--- src/rtl/cfgr_pkg.sv ---
// Shared types for the configuration clock-ratio detector.
package cfgr_pkg;
    // Clock-to-data ratio codes, as decoded by the configuration port.
    typedef enum logic [1:0] {
        RATIO_X1 = 2'd0,
        RATIO_X2 = 2'd1,
        RATIO_X4 = 2'd2,
        RATIO_X8 = 2'd3
    } ratio_e;
endpackage

--- src/rtl/cfgr_word_index.sv ---
// Word index tracker.
// Opens an image on start, counts accepted words and flags the two header
// positions. The image closes after the compression word or on an end strobe.
// Assumes ENC_IDX < CMP_IDX. A start pulse overrides all other inputs in its cycle.
module cfgr_word_index #(
    parameter int ENC_IDX = 69,
    parameter int CMP_IDX = 229
) (
    input  logic clk,
    input  logic rst_n,
    input  logic start_i,
    input  logic word_vld_i,
    input  logic end_i,
    output logic hit_enc_o,
    output logic hit_cmp_o,
    output logic early_end_o
);
    localparam int IDX_W = $clog2(CMP_IDX + 1);
    localparam logic [IDX_W-1:0] ENC_POS = IDX_W'(ENC_IDX);
    localparam logic [IDX_W-1:0] CMP_POS = IDX_W'(CMP_IDX);

    logic             open_q;
    logic [IDX_W-1:0] idx_q;
    logic             take;

    assign take        = open_q && word_vld_i && !start_i;
    assign hit_enc_o   = take && (idx_q == ENC_POS);
    assign hit_cmp_o   = take && (idx_q == CMP_POS);
    assign early_end_o = open_q && end_i && !start_i && !hit_cmp_o;

    // Track whether an image is open and the index of the next word.
    always_ff @(posedge clk) begin
        if (!rst_n) begin
            open_q <= 1'b0;
            idx_q  <= '0;
        end else if (start_i) begin
            open_q <= 1'b1;
            idx_q  <= '0;
        end else begin
            if (take && idx_q != CMP_POS)
                idx_q <= idx_q + 1'b1;
            if (hit_cmp_o || early_end_o)
                open_q <= 1'b0;
        end
    end

    assert_idx_bound_R3: assert property (@(posedge clk) disable iff (!rst_n)
        idx_q <= CMP_POS);
    assert_close_after_cmp_R7: assert property (@(posedge clk) disable iff (!rst_n)
        hit_cmp_o |=> !open_q);
    assert_idle_on_vld_R3: assert property (@(posedge clk) disable iff (!rst_n)
        (!word_vld_i && !start_i) |=> $stable(idx_q));
endmodule

--- src/rtl/cfgr_field_capture.sv ---
// Header field capture.
// Samples the width select at start. Takes the encryption field from the word
// flagged by the index tracker. Supplies the compression decision straight
// from the live word, for the cycle in which the compression word is flagged.
// Assumes the hit strobes come from cfgr_word_index.
module cfgr_field_capture #(
    parameter int DATA_W  = 32,
    parameter int ENC_LSB = 2,
    parameter int ENC_W   = 2,
    parameter int CMP_BIT = 1
) (
    input  logic              clk,
    input  logic              rst_n,
    input  logic              start_i,
    input  logic              wide_i,
    input  logic              hit_enc_i,
    input  logic [DATA_W-1:0] word_i,
    output logic              enc_o,
    output logic              cmp_now_o,
    output logic              wide_o
);
    logic enc_q;
    logic wide_q;
    logic enc_field_nz;

    assign enc_field_nz = |word_i[ENC_LSB +: ENC_W];
    assign cmp_now_o    = ~word_i[CMP_BIT];
    assign enc_o        = enc_q;
    assign wide_o       = wide_q;

    // Latch the bus width once per image.
    always_ff @(posedge clk) begin
        if (!rst_n)
            wide_q <= 1'b0;
        else if (start_i)
            wide_q <= wide_i;
    end

    // Record whether the encryption field was nonzero.
    always_ff @(posedge clk) begin
        if (!rst_n)
            enc_q <= 1'b0;
        else if (start_i)
            enc_q <= 1'b0;
        else if (hit_enc_i)
            enc_q <= enc_field_nz;
    end

    assert_width_held_R10: assert property (@(posedge clk) disable iff (!rst_n)
        !start_i |=> $stable(wide_q));
    assert_enc_only_on_hit_R11: assert property (@(posedge clk) disable iff (!rst_n)
        (!start_i && !hit_enc_i) |=> $stable(enc_q));
endmodule

--- src/rtl/cfgr_ratio_encode.sv ---
// Ratio code encoder.
// Pure combinational mapping from encryption, compression and width to the
// 2-bit ratio code. No state is kept here.
module cfgr_ratio_encode
    import cfgr_pkg::*;
(
    input  logic   enc_i,
    input  logic   cmp_i,
    input  logic   wide_i,
    output ratio_e code_o
);
    ratio_e base;

    // Pick the 16-bit code, then step it up once for the wide bus.
    always_comb begin
        if (cmp_i)
            base = RATIO_X4;
        else if (enc_i)
            base = RATIO_X2;
        else
            base = RATIO_X1;
        if (wide_i && base != RATIO_X1)
            code_o = ratio_e'(base + 2'd1);
        else
            code_o = base;
    end
endmodule

--- src/rtl/cfgr_result.sv ---
// Result holder.
// Registers the code when the compression word is taken and raises a
// sticky error when an image ends early. A start pulse clears both.
module cfgr_result
    import cfgr_pkg::*;
(
    input  logic       clk,
    input  logic       rst_n,
    input  logic       start_i,
    input  logic       hit_cmp_i,
    input  logic       early_end_i,
    input  ratio_e     code_i,
    output logic [1:0] ratio_o,
    output logic       vld_o,
    output logic       err_o
);
    ratio_e ratio_q;
    logic   vld_q;
    logic   err_q;

    assign ratio_o = ratio_q;
    assign vld_o   = vld_q;
    assign err_o   = err_q;

    // Hold the ratio code and its valid flag per image.
    always_ff @(posedge clk) begin
        if (!rst_n || start_i) begin
            ratio_q <= RATIO_X1;
            vld_q   <= 1'b0;
        end else if (hit_cmp_i) begin
            ratio_q <= code_i;
            vld_q   <= 1'b1;
        end
    end

    // Sticky short-image error.
    always_ff @(posedge clk) begin
        if (!rst_n || start_i)
            err_q <= 1'b0;
        else if (early_end_i)
            err_q <= 1'b1;
    end

    assert_excl_vld_err_R8: assert property (@(posedge clk) disable iff (!rst_n)
        !(vld_q && err_q));
    assert_vld_hold_R7: assert property (@(posedge clk) disable iff (!rst_n)
        (vld_q && !start_i) |=> (vld_q && $stable(ratio_q)));
    assert_err_sticky_R8: assert property (@(posedge clk) disable iff (!rst_n)
        (err_q && !start_i) |=> err_q);
    assert_start_clears_R2: assert property (@(posedge clk) disable iff (!rst_n)
        start_i |=> (!vld_q && !err_q));
endmodule

--- src/rtl/cfgr_ratio_detect.sv ---
// Configuration stream clock-ratio detector (top).
// Passively monitors a configuration word stream and derives the
// clock-to-data ratio code from two header words and the bus width.
// Assumes start_i is a single-cycle pulse at the head of each image.
module cfgr_ratio_detect
    import cfgr_pkg::*;
#(
    parameter int DATA_W  = 32,
    parameter int ENC_IDX = 69,
    parameter int CMP_IDX = 229,
    parameter int ENC_LSB = 2,
    parameter int ENC_W   = 2,
    parameter int CMP_BIT = 1
) (
    input  logic              clk,
    input  logic              rst_n,
    input  logic              start_i,
    input  logic              wide_i,
    input  logic              word_vld_i,
    input  logic [DATA_W-1:0] word_i,
    input  logic              end_i,
    output logic [1:0]        ratio_o,
    output logic              ratio_vld_o,
    output logic              short_err_o
);
    logic   hit_enc;
    logic   hit_cmp;
    logic   early_end;
    logic   enc_flag;
    logic   cmp_now;
    logic   wide_img;
    ratio_e code;

    cfgr_word_index #(.ENC_IDX(ENC_IDX), .CMP_IDX(CMP_IDX)) u_index (
        .clk(clk), .rst_n(rst_n), .start_i(start_i), .word_vld_i(word_vld_i),
        .end_i(end_i), .hit_enc_o(hit_enc), .hit_cmp_o(hit_cmp),
        .early_end_o(early_end)
    );

    cfgr_field_capture #(.DATA_W(DATA_W), .ENC_LSB(ENC_LSB), .ENC_W(ENC_W),
                         .CMP_BIT(CMP_BIT)) u_capture (
        .clk(clk), .rst_n(rst_n), .start_i(start_i), .wide_i(wide_i),
        .hit_enc_i(hit_enc), .word_i(word_i), .enc_o(enc_flag),
        .cmp_now_o(cmp_now), .wide_o(wide_img)
    );

    cfgr_ratio_encode u_encode (
        .enc_i(enc_flag), .cmp_i(cmp_now), .wide_i(wide_img), .code_o(code)
    );

    cfgr_result u_result (
        .clk(clk), .rst_n(rst_n), .start_i(start_i), .hit_cmp_i(hit_cmp),
        .early_end_i(early_end), .code_i(code), .ratio_o(ratio_o),
        .vld_o(ratio_vld_o), .err_o(short_err_o)
    );

    assert_narrow_range_R5: assert property (@(posedge clk) disable iff (!rst_n)
        (ratio_vld_o && !wide_img) |-> (ratio_o != 2'd3));
    assert_wide_range_R6: assert property (@(posedge clk) disable iff (!rst_n)
        (ratio_vld_o && wide_img) |-> (ratio_o != 2'd1));
    assert_reset_quiet_R1: assert property (@(posedge clk)
        !rst_n |=> (!ratio_vld_o && !short_err_o && ratio_o == 2'd0));
endmodule

--- config.mk ---
export PLATFORM = sky130hd
export DESIGN_NAME = cfgr_ratio_detect
export DESIGN_NICKNAME = d
export VERILOG_FILES = /design/src/rtl/cfgr_pkg.sv /design/src/rtl/cfgr_word_index.sv /design/src/rtl/cfgr_field_capture.sv /design/src/rtl/cfgr_ratio_encode.sv /design/src/rtl/cfgr_result.sv /design/src/rtl/cfgr_ratio_detect.sv
export SDC_FILE = /design/constraint.sdc
export NUM_CORES = 1
export LEC_CHECK = 0
export BUFFER_PORTS_ARGS = -buffer_cell sky130_fd_sc_hd__buf_4
export CORE_MARGIN = 5
export CORE_UTILIZATION = 45
export DETAILED_ROUTE_END_ITERATION = 10
export PLACE_DENSITY = 0.92
export SKIP_LAST_GASP = 1
export SLEW_MARGIN = 20
export SYNTH_ARGS = -nofsm -noshare
export SYNTH_HDL_FRONTEND = slang
export SYNTH_SLANG_ARGS = --single-unit
--- constraint.sdc ---
create_clock -name clk -period 2.4 [get_ports clk]
set_input_delay 0.48 -clock clk [delete_from_list [all_inputs] [get_ports clk]]
set_output_delay 0.48 -clock clk [all_outputs]
set_load 0.005 [all_outputs]
# Word level (Yosys, flattened, before mapping)
# Cells that the tools add are included.
word_totals:
  mem_count: 0
  register_bits: 15
  inputBits: 38
  latch_bits: 0
  romBits: 0
  ram_bits: 0
  out_inout_bits: 4
  word_cells: 36
op_classes:
  order_cmp: 0
  div_mod_pow: 0
  n_reduce_logical: 18
  multipliers: 0
  n_eq_ne: 3
  add_sub_neg: 2
  muxes: 5
  bitwise: 1
  shift: 0
op_table:
  columns: ["operator", "n"]
  rows:
  - ["logical AND 1 bit", 9]
  - ["adder 8 x 1 -> 8 bit (second input constant)", 1]
  - ["== test 8 x 7 -> 1 bit (second input constant)", 1]
  - ["== test 8 bit (second input constant)", 1]
  - ["inequality test 8 bit (second input constant)", 1]
  - ["2-to-1 mux 2 bit", 2]
  - ["nonzero test 2 bit", 2]
  - ["OR reduction 2 bit", 2]
  - ["zero test 1 bit", 3]
  - ["2-to-1 mux 1 bit", 3]
  - ["adder 2 x 1 -> 2 bit (second input constant)", 1]
  - ["logical OR 1 bit", 2]
  - ["NOT 1 bit", 1]

# Longest topological paths before layout
logic_depth:
  word_depth: 8
  ltp_mapped: 6

# By module
# From an unflattened synthesis, not the netlist that was laid out.
unflattened:
  hier_cells: 84
  hier_area_um2: 753.2
modules_own_cells:
  columns: ["module", "area_per_inst_um2", "cells_per_inst", "seq_area_each_um2", "instances"]
  rows:
  - ["cfgr_word_index", 513.0, 58, 180.2, 1]
  - ["cfgr_result", 128.9, 13, 80.1, 1]
  - ["cfgr_field_capture", 83.8, 9, 40.0, 1]
  - ["cfgr_ratio_encode", 27.5, 4, 0.0, 1]

# Worst setup path before layout
# OpenSTA, ideal clock, no wires.
synth_path:
  path_type: "in2reg"
  from: "input port start_i"
  to: "register u_result.err_q (netlist: u_result.err_o)"
  setup_time_ns: 0.115
  required_ns: 2.285
  arrival_ns: 1.332
  cell_stages: 4
  path_buffers: 0
  slack_ns: 0.953
  cell_sequence: "nand3b_4 -> nor4_4 -> nor4bb_1 -> o21a_1"
synth_between:
  elab_chain_len: 5
  elab_cells_between_ends: 7
  classes_between: "reduce/logical: 7"
synth_lines:
  columns: ["element", "line_no", "text"]
  rows:
  - ["from (decl)", "cfgr_ratio_detect.sv:17", "input logic start_i,"]
  - ["zero test 1 bit", "cfgr_word_index.sv:26, cfgr_word_index.sv:29", null]
  - ["logical AND 1 bit", "cfgr_word_index.sv:26", "assign take = open_q && word_vld_i && !start_i;"]
  - ["logical AND 1 bit", "cfgr_word_index.sv:28", "assign hit_cmp_o = take && (idx_q == CMP_POS);"]
  - ["zero test 1 bit", "cfgr_word_index.sv:29", "assign early_end_o = open_q && end_i && !start_i && !hit_cmp_o;"]
  - ["logical AND 1 bit", "cfgr_word_index.sv:29", null]
  - ["to (signal assigned)", "cfgr_result.sv:39", "err_q <= 1'b0;"]
  - ["to (signal assigned)", "cfgr_result.sv:41", "err_q <= 1'b1;"]
  - ["to (decl)", "cfgr_result.sv:19", "logic err_q;"]
# Several ways; a longest one is shown, not always the timed one.
# A chain may end at the register's enable or synchronous reset.

# Worst setup path in the final report
layout_path:
  from: "register u_index.idx_q[0]"
  to: "register u_result.err_q (netlist: u_result.err_o)"
layout_between:
  elab_chain_len: 4
layout_lines:
  columns: ["element", "line_no", "text"]
  rows:
  - ["from (decl)", "cfgr_word_index.sv:23", "logic [IDX_W-1:0] idx_q;"]
  - ["from (signal assigned)", "cfgr_word_index.sv:41", "idx_q <= idx_q + 1'b1;"]
  - ["== test 8 bit", "cfgr_word_index.sv:28", null]
  - ["logical AND 1 bit", "cfgr_word_index.sv:28", null]
  - ["zero test 1 bit", "cfgr_word_index.sv:29", null]
  - ["logical AND 1 bit", "cfgr_word_index.sv:29", null]
# No other way between the ends.

==> flow_summary_export.csv <==
group,metric,value,unit
status,outcome,"complete, no violations",
synth,post_synth_inst_count,80,
global_routing,grt_antenna_before_repair,0,
drt,wirelength,1.53,mm
cts,post_cts.resized_instances,0,
layout,drive_gt1_share,21.1,%
worst_setup_path,arrival,1.83,ns
global_routing,globalRouteMet2Util,23.0,%
worst_setup_path,timing.rr.start,"u_index.idx_q[0]$_SDFFE_PP0P_",
power_and_ir_drop,pd_cells,499,nW/µm²
cts,cts-htree-levels,1,
global_routing,largest_net_degree_at_the_start_of_global_routing,12,
place,detailedPlacementHpwl,1.13,mm
floorplanning,die-width,50.2,µm
global_routing,grt-ovfl-total,0,
layout,final_net_count,136,
timing,setup_viol,0,
global_routing,global_route_wire_length_before_repair,2.64,mm
min_path,min_delay_worst_endpoint,"u_index.open_q$_SDFFE_PN0P_",
power_and_ir_drop,power.leakage,0.332,nW
floorplanning,number_of_core_rows,14,
min_path,hold_start,"end_i",
worst_setup_path,cp_max_fo,7,
global_routing,number_of_global_route_vias_before_repair,599,
synth,netlist_top_cells_area,"dfxtp_1, nor2_1, xnor2_1",
synth,syn_nets,120,
job,max_cap_violations,0,
worst_setup_path,regToRegEndpoint,"u_result.err_o$_SDFFE_PP0P_",
synth,synth_area,728,µm²
synth,yosys.cell_count.top_type,"dfxtp_1",
timing,whs,0.401,ns
layout,final_design_area_no_fill,861,µm²
synth,post_synth_num_cell_types,34,
synth,async_flop_share,0,%
worst_setup_path,start_kind,"flip-flop",
global_routing,grt-busiest-layer,"met2",
timing,layout_min_cycle_time,1.64,ns
place,final_gp_congestion,0.760,
timing,report.final.hold_viol_count,0,
synth,synth_area_per_cell,9.10,µm²
timing,timing.clock.skew,0.000764,ns
min_path,hold_depth,2,
drt,remaining_drc_errors,0,
drt,drt_first_iter_violations,12,
cts,insertion_delay,0.28,ns
worst_setup_path,worstPathRequired,2.59,ns
power_and_ir_drop,peakVddDrop,0.260,mV
timing,drv_slew,0,
drt,route.vias.total,615,
synth,synth-edff-count,0,
cts,cts.repair_timing.setup_buffer_count,0,
global_routing,globalRouteMet1Util,14.9,%
drt,post_drt_via_cell_ratio,5.54,
global_routing,grtUsageMet3,4.14,%
cts,clkSlewWorstSetupHoldPaths,0.08,ns
cts,post_cts_hold_buffer_count,0,
synth,yosys_register_bits,15,
timing,grt_setup_unrepaired,"no",
synth,synth.yosys.warnings,0,
synth,leading_area_contributor_after_synthesis,"dfxtp_1",
timing,achievable-frequency,609,MHz
synth,synth_common_cells,"dfxtp_1, nor2_1, nand2_1",
place,numPortBuffers,12,
cts,cts-buffers-inserted,3,
cts,cts.sink_count,15,
floorplanning,die_y,50.2,µm
synth,synthDominantCellAreaShare,41.2,%
floorplanning,fp.dieArea,2520,µm²
worst_setup_path,timing.setup.critical_path_class,"reg -> reg",
drt,route.antenna.remaining_nets,0,
floorplanning,floorplan.initialDensity,47.8,%
place,placed_area,835,µm²
floorplanning,boundaryPins,42,
worst_setup_path,setup.reg_to_reg.worst_slack,0.76,ns
drt,routed_wire_length_per_instance,13.8,µm
min_path,hold_path.class,"in -> reg",
timing,worst_pin_slew,0.457,ns
worst_setup_path,crit_path_capture_type,"flip-flop",
cts,tritoncts,"done",
global_routing,total_routing_usage_reported_by_global_routing,13.6,%
layout,areaGrowthSynthToFinish,18.2,%
timing,slew_headroom,69.3,%
cts,ctsLongestPathBuffers,2,
synth,yosysSeqAreaShare,41.2,%
timing,setup_tns,0,ns
cts,ctsRootBufferMaster,"clkbuf_4",
floorplanning,core_region_area,1520,µm²
timing,fin_crit_sh,68.4,%
layout,antenna_cells,0,
worst_setup_path,r2r.worst_path.cells,5,
synth,dominant_synthesized_flop_cell,"dfxtp_1",
drt,number_of_iterations_in_the_first_detailed_routing_pass,4,
[cell families after synthesis]
group / Yosys count / share of synthesized area, %
simple gates: 43 / 35.4
compound gates: 10 / 9.45
xor+xnor: 5 / 6.01
flops: 15 / 41.2
mux: 2 / 2.92
fa+ha+maj: 2 / 3.44
buf+inv: 3 / 1.55
[power by group]
| part | leakage [nW] | internal [W] | switching [W] |
|---|---|---|---|
| Clock | 0.0150 | 0.0000647 | 0.0000782 |
| Combinational | 0.196 | 0.0000170 | 0.0000145 |
| Sequential | 0.121 | 0.000252 | 0.00000371 |
[worst max-delay path by stage]
stage                                             start                     endpoint  slack (ns)  cells past startpoint
after floorplan                                 start_i  u_result.err_o$_SDFFE_PP0P_        0.95                      4
after global placement                          start_i  u_result.err_o$_SDFFE_PP0P_        0.68                      5
after detailed placement                        start_i  u_result.err_o$_SDFFE_PP0P_        0.63                      5
after CTS                 u_index.idx_q[0]$_SDFFE_PP0P_  u_result.err_o$_SDFFE_PP0P_        0.75                      5
after global routing      u_index.idx_q[0]$_SDFFE_PP0P_  u_result.err_o$_SDFFE_PP0P_        0.66                      5
final                     u_index.idx_q[0]$_SDFFE_PP0P_  u_result.err_o$_SDFFE_PP0P_        0.76                      5
[through the flow]
step	cells	util [%]	worst slack [ns]	power [W]
after global placement	107	54.8	0.679	0.000291
final	111	56.5	0.759	0.000430
after CTS	111	56.5	0.751	0.000434
after detailed placement	107	54.8	0.631	0.000293
after global routing	111	56.5	0.655	0.000453
after floorplan	80	-	0.953	0.000276
[cells in the final DEF (no fill, tap or decap), types with 2 or more instances in the layout]
| cell | Yosys | final |
|---|---|---|
| xnor2_1 | 4 | 4 |
| o21ai_0 | 2 | 2 |
| dfxtp_1 | 15 | 15 |
| inv_1 | 2 | 2 |
| a21oi_1 | 2 | 2 |
| a211oi_1 | 2 | 2 |
| ha_1 | 2 | 2 |
| nand2_1 | 7 | 7 |
| clkbuf_4 | 0 | 3 |
| nor2_1 | 12 | 12 |
| buf_4 | 0 | 12 |
| nor3_1 | 4 | 4 |
| nand2b_1 | 2 | 2 |
| nand3_1 | 4 | 4 |
[registers in the layout, summed over array words and instances (netlist names)]
name / cells
u_index.open_q: 1
u_capture.enc_o: 1
u_result.ratio_o: 2
u_result.vld_o: 1
u_capture.wide_o: 1
u_index.idx_q: 8
u_result.err_o: 1
[worst max-delay path, cell delays in order (launching register included)]
cell and delay (ns):
dfxtp_1 0.45, ha_1 0.21, nand2b_1 0.11, nor4_4 0.47, nor4bb_1 0.12, o21a_1 0.18
[final cells by class]
class / count / area, µm²
clock buffer: 4 / 26.3
multi-input combinational: 62 / 417
fill: 133 / 663
inverter: 2 / 7.51
timing repair buffer: 12 / 90.1
sequential: 15 / 300
tap: 16 / 20.0
[layer usage]
metal	up-vias	part of all wire (%)
met5	-	0
met4	0	2.5
met3	6	4.3
met2	8	52
met1	288	41
li1	313	-
(Power assumes the default switching activity.)
